**src/rtl/uirq_pkg.sv**
```systemverilog
package uirq_pkg;
  localparam int unsigned NSRC    = 4;
  localparam int unsigned SRC_RX  = 0;
  localparam int unsigned SRC_ERR = 1;
  localparam int unsigned SRC_TX  = 2;
  localparam int unsigned SRC_MDM = 3;

  typedef enum logic [1:0] {
    SEL_SRC  = 2'd0,
    SEL_PEND = 2'd1,
    SEL_MASK = 2'd2,
    SEL_RSVD = 2'd3
  } reg_sel_e;

  // Channel-dependent multiplier of the transmit trigger field.
  function automatic int unsigned trig_scale(input int unsigned ch);
    case (ch)
      0:       return 32;
      1, 4:    return 8;
      2, 3:    return 2;
      default: return 0;
    endcase
  endfunction
endpackage

```
**src/rtl/uirq_tx_trig.sv**
```systemverilog
module uirq_tx_trig #(
  parameter int unsigned CHANNEL = 0,
  parameter int unsigned CNT_W   = 8,
  parameter int unsigned LVL_W   = 3
) (
  input  logic             fifo_en,
  input  logic [LVL_W-1:0] tx_level,
  input  logic [CNT_W-1:0] tx_count,
  output logic             tx_hit
);
  localparam int unsigned SCALE = uirq_pkg::trig_scale(CHANNEL);
  localparam int unsigned TH_W  = LVL_W + 6;
  localparam int unsigned CMP_W = (CNT_W > TH_W) ? CNT_W : TH_W;

  logic [CMP_W-1:0] thresh;
  logic [CMP_W-1:0] count_ext;

  generate
    if (SCALE == 0) begin : g_zero
      assign thresh = '0;
    end else begin : g_scaled
      assign thresh = CMP_W'(tx_level) * CMP_W'(SCALE);
    end
  endgenerate

  assign count_ext = CMP_W'(tx_count);
  assign tx_hit    = fifo_en && (count_ext <= thresh);
endmodule

```
**src/rtl/uirq_src_reg.sv**
```systemverilog
module uirq_src_reg #(
  parameter int unsigned NSRC = 4
) (
  input  logic            clk,
  input  logic            rst_n,
  input  logic [NSRC-1:0] set_i,
  input  logic [NSRC-1:0] clr_i,
  output logic [NSRC-1:0] src_q,
  output logic [NSRC-1:0] src_nxt
);
  logic src_en;

  always_comb begin
    src_en  = (|set_i) || (|clr_i);
    src_nxt = (src_q & ~clr_i) | set_i;
  end

  always_ff @(posedge clk or negedge rst_n) begin
    if (!rst_n) begin
      src_q <= '0;
    end else if (src_en) begin
      src_q <= src_nxt;
    end
  end
endmodule

```
**src/rtl/uirq_mask_pend.sv**
```systemverilog
module uirq_mask_pend #(
  parameter int unsigned NSRC = 4
) (
  input  logic            clk,
  input  logic            rst_n,
  input  logic            mask_we,
  input  logic [NSRC-1:0] mask_wdata,
  input  logic [NSRC-1:0] src_nxt,
  output logic [NSRC-1:0] mask_q,
  output logic [NSRC-1:0] pend_q,
  output logic            irq_o
);
  logic [NSRC-1:0] mask_nxt;
  logic [NSRC-1:0] pend_nxt;

  always_comb begin
    mask_nxt = mask_we ? mask_wdata : mask_q;
    pend_nxt = src_nxt & ~mask_nxt;
  end

  always_ff @(posedge clk or negedge rst_n) begin
    if (!rst_n) begin
      mask_q <= '0;
    end else if (mask_we) begin
      mask_q <= mask_wdata;
    end
  end

  always_ff @(posedge clk or negedge rst_n) begin
    if (!rst_n) begin
      pend_q <= '0;
      irq_o  <= 1'b0;
    end else begin
      pend_q <= pend_nxt;
      irq_o  <= |pend_nxt;
    end
  end
endmodule

```
**src/rtl/uirq_unit.sv**
```systemverilog
module uirq_unit #(
  parameter int unsigned CHANNEL = 0,
  parameter int unsigned CNT_W   = 8
) (
  input  logic             clk,
  input  logic             rst_n,
  input  logic             reg_wr_en,
  input  logic [1:0]       reg_sel,
  input  logic [3:0]       reg_wdata,
  output logic [3:0]       reg_rdata,
  input  logic [3:0]       evt_set,
  input  logic             fifo_en,
  input  logic [2:0]       tx_level,
  input  logic [CNT_W-1:0] tx_count,
  output logic             irq_o
);
  import uirq_pkg::*;

  logic            tx_hit;
  logic [NSRC-1:0] set_vec;
  logic [NSRC-1:0] clr_vec;
  logic            mask_we;
  logic [NSRC-1:0] src_q;
  logic [NSRC-1:0] src_nxt;
  logic [NSRC-1:0] mask_q;
  logic [NSRC-1:0] pend_q;

  uirq_tx_trig #(.CHANNEL(CHANNEL), .CNT_W(CNT_W), .LVL_W(3)) u_trig (
    .fifo_en  (fifo_en),
    .tx_level (tx_level),
    .tx_count (tx_count),
    .tx_hit   (tx_hit)
  );

  always_comb begin
    set_vec         = evt_set;
    set_vec[SRC_TX] = evt_set[SRC_TX] | tx_hit;
    clr_vec         = '0;
    mask_we         = 1'b0;
    if (reg_wr_en) begin
      case (reg_sel_e'(reg_sel))
        SEL_SRC, SEL_PEND: clr_vec = reg_wdata;
        SEL_MASK:          mask_we = 1'b1;
        default:           ;
      endcase
    end
  end

  uirq_src_reg #(.NSRC(NSRC)) u_src (
    .clk     (clk),
    .rst_n   (rst_n),
    .set_i   (set_vec),
    .clr_i   (clr_vec),
    .src_q   (src_q),
    .src_nxt (src_nxt)
  );

  uirq_mask_pend #(.NSRC(NSRC)) u_mp (
    .clk        (clk),
    .rst_n      (rst_n),
    .mask_we    (mask_we),
    .mask_wdata (reg_wdata),
    .src_nxt    (src_nxt),
    .mask_q     (mask_q),
    .pend_q     (pend_q),
    .irq_o      (irq_o)
  );

  always_comb begin
    case (reg_sel_e'(reg_sel))
      SEL_SRC:  reg_rdata = src_q;
      SEL_PEND: reg_rdata = pend_q;
      SEL_MASK: reg_rdata = mask_q;
      default:  reg_rdata = '0;
    endcase
  end
endmodule

```
**config.mk**
```make
export PLATFORM = sky130hd
export DESIGN_NAME = uirq_unit
export DESIGN_NICKNAME = d
export VERILOG_FILES = /design/src/rtl/uirq_pkg.sv /design/src/rtl/uirq_tx_trig.sv /design/src/rtl/uirq_src_reg.sv /design/src/rtl/uirq_mask_pend.sv /design/src/rtl/uirq_unit.sv
export SDC_FILE = /design/constraint.sdc
export NUM_CORES = 1
export LEC_CHECK = 0
export BUFFER_PORTS_ARGS = -buffer_cell sky130_fd_sc_hd__buf_2
export CAP_MARGIN = 20
export CORE_ASPECT_RATIO = 0.6
export CORE_MARGIN = 5
export CORE_UTILIZATION = 30
export CTS_CLUSTER_DIAMETER = 100
export CTS_CLUSTER_SIZE = 12
export DETAILED_ROUTE_END_ITERATION = 16
export SLEW_MARGIN = 5
export SYNTH_ARGS = -nofsm -noshare
export SYNTH_HDL_FRONTEND = slang
export SYNTH_SLANG_ARGS = --single-unit
```
**constraint.sdc**
```tcl
create_clock -name clk -period 3.2 [get_ports clk]
set_input_delay 0.16 -clock clk [delete_from_list [all_inputs] [get_ports clk]]
set_output_delay 0.16 -clock clk [all_outputs]
set_load 0.005 [all_outputs]
```
==> run summary, run 1 <==
Status = finished clean
Core Footprint = 2210 µm²
Kind of critical path = primary input to flop
DP Worst Slack = 1.43 ns
Minimum clock period = 1.51 ns
P_leak = 0.448 nW
Uppermost layer routed = met4
Post-Layout Cell Count = 128
Crit path largest cell delay = 0.41 ns
Crit. End Element = flop
Pwr dens = 465 nW/µm²
EDFF count, synth = 0
Syn-to-layout area delta = 32.0%
Ant diodes = 0
Peak VDD IR = 0.179 mV
Post-synth ARST share = 1.00
Worst path cell trace = buf_2 > inv_1 > ha_1 > nor4bb_1 > a22o_1 > a221o_1 > a2111o_1
Vias in the first global route = 567
Via count = 586
Hold Path Class = primary input to flop
Drt via density = 4.58
DRT Pass-1 Iters = 4
RSZ-0062 raised after global routing = no
Setup Viol. Count Final = 0
GRT overflow = 0
MaxCap Viol Count = 0
Worst Path Required = 3.33 ns
Mapped Area = 708 µm²
Skew-Pair Late Insertion Delay = 0.24 ns
Main synth FF type = dfrtp_1
CP Max Fanout = 3
Share of cells above drive strength 1 = 0.408
Die area = 3460 µm²
Setup crit start kind = primary input
Largest net degree at the start of global routing = 14
Worst-path clk slew = 0.05 ns
Seq/Total Area, Yosys = 0.459
Width of the chip = 72.7 µm
Final slew viol count = 0
Cell Rows = 13
Initial Util = 0.320
First-pass GRT wire length = 2640 µm
Layout filler cell count = 226
Mapped Cells = 65
Synth unique cells = 23
WL met2 = 708 µm
DRC = 0
CTS Buf Count = 3
Slew @ Worst Pin = 0.374 ns
Final WS setup = 1.69 ns
Die H = 47.6 µm
Longest Clk Path Bufs = 2
Register area = 325 µm²
Slew headroom = 0.751
Placed cell count = 123
Synth area leaders = dfrtp_1, mux2_2, mux2i_1
IO Port Bufs = 29
Top-area cell type share of the netlist area = 0.459
DR WL met3 = 124 µm
Clock root buffer = clkbuf_8
Clock Skews = 0.000654 ns
Routability cong. = 0.725
CP arrival = 1.64 ns
Postcts setup bufs = 0
Initial antenna violation count = 0
DP HPWL = 1370 µm
Drt initial violations = 21
Nets = 127
Multi-input combinational cell area = 357 µm²
CTS H-tree lvls = 1
Routed wire per std cell = 13.1 µm
Fin. Hold Viols = 0
CTS tree = yes
Wl on met1 = 837 µm
Avg Synthesized Cell Area = 10.9 µm²
Antenna viol nets, final = 0
Slowest cell on the critical path = a2111o_1
# IOs = 30
GR Util All Layers = 0.106
Syn. warnings = 0
Sum Neg Setup Slack = 0 ns
Sink Count = 13
Synth top cells by count = dfrtp_1, nand2_1, o21ai_0
Syn_nets = 93
Top-count cell post-synth = dfrtp_1
Final worst path period share = 0.472
WL final = 1680 µm
Fmax = 662 MHz
#FFs+latches synth = 13
Hold_ws = 0.118 ns
Synth area leader = dfrtp_1
==> per-stage QoR <==
| step | total power [mW] | util | instance area, µm² |
|---|---|---|---|
| after floorplan | 0.249 | - | 708 |
| after global placement | 0.286 | 0.398 | 880 |
| after detailed placement | 0.289 | 0.398 | 880 |
| after CTS | 0.438 | 0.423 | 935 |
| after global routing | 0.458 | 0.423 | 935 |
| final | 0.434 | 0.423 | 935 |
==> power by group <==
part | switching, mW | leakage (nW) | internal [mW]
registers | 0.0111 | 0.141 | 0.187
clock network | 0.0607 | 0.0228 | 0.0881
logic | 0.0397 | 0.284 | 0.0473
==> metal layers <==
| metal | global-route usage | vias to the layer above |
|---|---|---|
| met1 | 0.139 | 260 |
| met3 | 0.0566 | 3 |
| met2 | 0.156 | 17 |
| li1 | - | 306 |
| met5 | 0 | - |
| met4 | 0.0221 | 0 |
==> worst max-delay path, delay by kind of cell <==
family / cells / cell delay (ns)
and+or+nand+nor: 1 / 0.13
adders and majority gates: 1 / 0.30
buffers and inverters: 2 / 0.10
AOI/OAI and AO/OA: 3 / 0.93
==> sequential cells by signal (all words and copies together) (netlist names) <==
name / flops
u_mp.mask_q: 4
u_mp.pend_q: 4
u_src.src_q: 4
u_mp.irq_o: 1
==> timing repair <==
action / CTS / global route
resized for setup: 0 / 0
endpoints found under the setup margin: 0 / 0
endpoints found under the hold margin: 13 / 0
hold buffers: 1 / 0
==> kinds of logic after synthesis <==
kind of cell,after synthesis,synth area share
flops,13,0.459
simple gates,19,0.163
compound gates,17,0.168
mux,8,0.120
buf+inv,5,0.0371
fa+ha+maj,3,0.0530
==> path summary, 6_finish.rpt <==
kind | startpoint | slack [ns] | cells past startpoint | endpoint
max | tx_level[2] | 1.69 | 7 | u_mp.irq_o$_DFF_PN0_
min | evt_set[1] | 0.12 | 2 | u_src.src_q[1]$_DFFE_PN0P_
max reg2reg | u_src.src_q[2]$_DFFE_PN0P_ | 1.96 | 2 | u_mp.irq_o$_DFF_PN0_
min reg2reg | u_src.src_q[3]$_DFFE_PN0P_ | 0.51 | 1 | u_src.src_q[3]$_DFFE_PN0P_
max in group asynchronous | rst_n | 2.64 | 2 | u_mp.mask_q[1]$_DFF_PN0_
min in group asynchronous | rst_n | 0.33 | 2 | u_src.src_q[3]$_DFFE_PN0P_
==> layout make-up <==
type                       count  area share
clock buffer                   4      0.0482
inverter                       4      0.0161
timing repair buffer          30       0.166
sequential                    13       0.348
multi-input combinational     47       0.382
tap                           30      0.0402
==> cell usage in the layout (no fill, tap or decap) <==
cell            n
clkbuf_8        3
mux2i_1         4
inv_1           4
dlygate4sd3_1   1
nor4bb_1        1
nor4b_1         1
o21ai_0         7
buf_2          29
a21o_1          3
mux2_2          4
a21oi_1         1
clkbuf_1        1
and2_2          1
dfrtp_1        13
nand2_1         8
a2111o_1        1
a221o_1         1
a221oi_1        3
and2b_2         1
nand3b_2        1
nor2_1          3
ha_1            3
nand2b_1        1
nor2b_4         1
a22o_1          1
nand3b_1        1
Power figures use the tool's default switching activity.
==> run 2, diff against run 1 <==
- clock period: 3.2 -> 1.5 ns (I/O delays scaled with it)
==> run 2 against run 1 <==
Cell count increased by 2.3%. Clock-buffer cell count unchanged. Global-route usage increased by 0.78 points. Routed wire length increased by 0.36%. Sequential share of layout area decreased by 1.3 points. Core utilization increased by 1.6 points. Flip-flop and latch count unchanged. Combinational power increased by 130%. Clock power increased by 110%. Sequential power increased by 110%. Worst hold slack got worse by 0.075 ns. Die area unchanged. Critical endpoint unchanged. Largest cell class unchanged.
==> run summary, run 2 (same netlist as run 1, synthesis figures left out) <==
Setup Viol. Count Final = 0 (unchanged)
DRC = 0 (unchanged)
DP HPWL = 1400 µm (was 1370 µm)
Hold_ws = 0.0431 ns (was 0.118 ns)
Final slew viol count = 0 (unchanged)
Longest Clk Path Bufs = 2 (unchanged)
Die H = 47.6 µm (unchanged)
Sw frac = 0.254 (was 0.257)
Ant diodes = 0 (unchanged)
Status = finished clean (unchanged)
Initial antenna violation count = 0 (unchanged)
WL final = 1690 µm (was 1680 µm)
Part of the power in registers = 0.454 (was 0.457)
Syn-to-layout area delta = 36.9% (was 32.0%)
P_leak = 0.461 nW (was 0.448 nW)
GRT overflow = 0 (unchanged)
Worst Path Required = 1.62 ns (was 3.33 ns)
Kind of critical path = primary input to flop (unchanged)
Vias in the first global route = 640 (was 567)
Via count = 626 (was 586)
CP arrival = 1.50 ns (was 1.64 ns)
Largest net degree at the start of global routing = 14 (unchanged)
Postcts setup bufs = 0 (unchanged)
Pwr dens = 962 nW/µm² (was 465 nW/µm²)
DRT Pass-1 Iters = 4 (unchanged)
Nets = 130 (was 127)
Slew @ Worst Pin = 0.463 ns (was 0.374 ns)
Regs by FF count = u_mp.mask_q (4), u_mp.pend_q (4), u_src.src_q (4) (unchanged)
Peak VDD IR = 0.373 mV (was 0.179 mV)
# IOs = 30 (unchanged)
CP Max Fanout = 2 (was 3)
Power, Total = 933 µW (was 434 µW)
RSZ-0062 raised after global routing = no (unchanged)
Skew-Pair Late Insertion Delay = 0.24 ns (about the same)
Most frequent cells in the layout = buf_2, dfrtp_1, nand2_1 (unchanged)
Switching power = 237 µW (was 111 µW)
Commonest non-fill, non-tap cell in the layout = buf_2 (unchanged)
Internal = 696 µW (was 323 µW)
Layout filler cell count = 232 (was 226)
CTS tree = yes (unchanged)
Initial Util = 0.320 (unchanged)
CTS Hold Bufs = 1 (unchanged)
Multi-input combinational cell area = 369 µm² (was 357 µm²)
Worst-path clk slew = 0.05 ns (about the same)
Fmax = 724 MHz
Cts repair resizes = 0 (unchanged)
Routed wire per std cell = 12.9 µm (was 13.1 µm)
Final worst path period share = 0.920
Die area = 3460 µm² (unchanged)
CTS Buf Count = 3 (unchanged)
Drt via density = 4.78 (was 4.58)
Hold Path Class = primary input to flop (unchanged)
First-pass GRT wire length = 2880 µm (was 2640 µm)
MaxCap Viol Count = 0 (unchanged)
Logic pwr share = 0.211 (was 0.200)
Clock root buffer = clkbuf_8 (unchanged)
Clock power frac = 0.336 (was 0.342)
Share of cells above drive strength 1 = 0.436 (was 0.408)
Slew headroom = 0.691 (was 0.751)
GR Util All Layers = 0.114 (was 0.106)
CTS H-tree lvls = 1 (unchanged)
Setup crit start kind = primary input (unchanged)
Routability cong. = 0.791 (was 0.725)
Cell Rows = 13 (unchanged)
Register area = 325 µm² (unchanged)
Antenna viol nets, final = 0 (unchanged)
Fin. Hold Viols = 0 (unchanged)
Core Footprint = 2210 µm² (unchanged)
Width of the chip = 72.7 µm (unchanged)
Clock Skews = 0.000533 ns (was 0.000654 ns)
Drt initial violations = 11 (was 21)
Minimum clock period = 1.38 ns
Sink Count = 13 (unchanged)
Crit. End Element = flop (unchanged)
IO Port Bufs = 29 (unchanged)
run 2: cell types whose count changed in the layout (fill, tap and decap cells not counted):
| cell | before | now |
|---|---|---|
| buf_4 | 0 | 3 |
| ha_1 | 3 | 2 |
| ha_4 | 0 | 1 |
run 2: power by group through the flow:
stage               registers [mW]  clock network, mW  logic [mW]
floorplan                    0.423                  0       0.111
global placement             0.428                  0       0.191
detailed placement           0.429                  0       0.197
CTS                          0.423              0.321       0.199
global route                 0.430              0.336       0.226
finish                       0.423              0.313       0.196
run 2: final timing paths:
kind	slack, ns	to	startpoint	cells past startpoint
hold reg to reg	0.51	u_src.src_q[1]$_DFFE_PN0P_	u_src.src_q[1]$_DFFE_PN0P_	1
max in group asynchronous	1.03	u_mp.pend_q[0]$_DFF_PN0_	rst_n	2
hold / removal	0.04	u_src.src_q[1]$_DFFE_PN0P_	evt_set[1]	2
setup reg to reg	0.31	u_mp.irq_o$_DFF_PN0_	u_src.src_q[2]$_DFFE_PN0P_	2
min in group asynchronous	0.25	u_mp.pend_q[2]$_DFF_PN0_	rst_n	2
setup / recovery	0.12	u_mp.irq_o$_DFF_PN0_	tx_level[0]	6
run 2: cell type report:
cell class              instances  share of cell area
clock buffers                   4              0.0465
inverters                       4              0.0155
multi-input cells              47               0.381
flip-flops and latches         13               0.335
well taps                      30              0.0387
repair buffers                 33               0.183
run 2: metal layers:
layer / part of all wire / wire length, µm / GRT usage / up-vias
met4: 0.010 / 17 / 0.0331 / 0
met2: 0.43 / 719 / 0.174 / 18
li1: - / - / - / 311
met3: 0.077 / 130 / 0.0503 / 5
met1: 0.49 / 821 / 0.147 / 292
met5: 0 / 0 / 0 / -
run 2: critical path, stage by stage:
cell	delay, ns
buf_2	0.10
ha_1	0.27
nor4b_1	0.14
a22o_1	0.23
a221o_1	0.33
a2111o_1	0.36
run 2: per-stage QoR:
| stage | worst slack [ns] | std cells | setup TNS (ns) | instance area, µm² | util |
|---|---|---|---|---|---|
| 6_report | 0.120 | 131 | 0 | 970 | 0.438 |
| 4_1_cts | 0.117 | 131 | 0 | 970 | 0.438 |
| 2_1_floorplan | 0.000965 | 65 | 0 | 721 | - |
| 3_5_place_dp | -0.141 | 126 | -0.221 | 915 | 0.413 |
| 5_1_grt | 0.0494 | 131 | 0 | 970 | 0.438 |
| 3_3_place_gp | -0.115 | 126 | -0.180 | 915 | 0.413 |
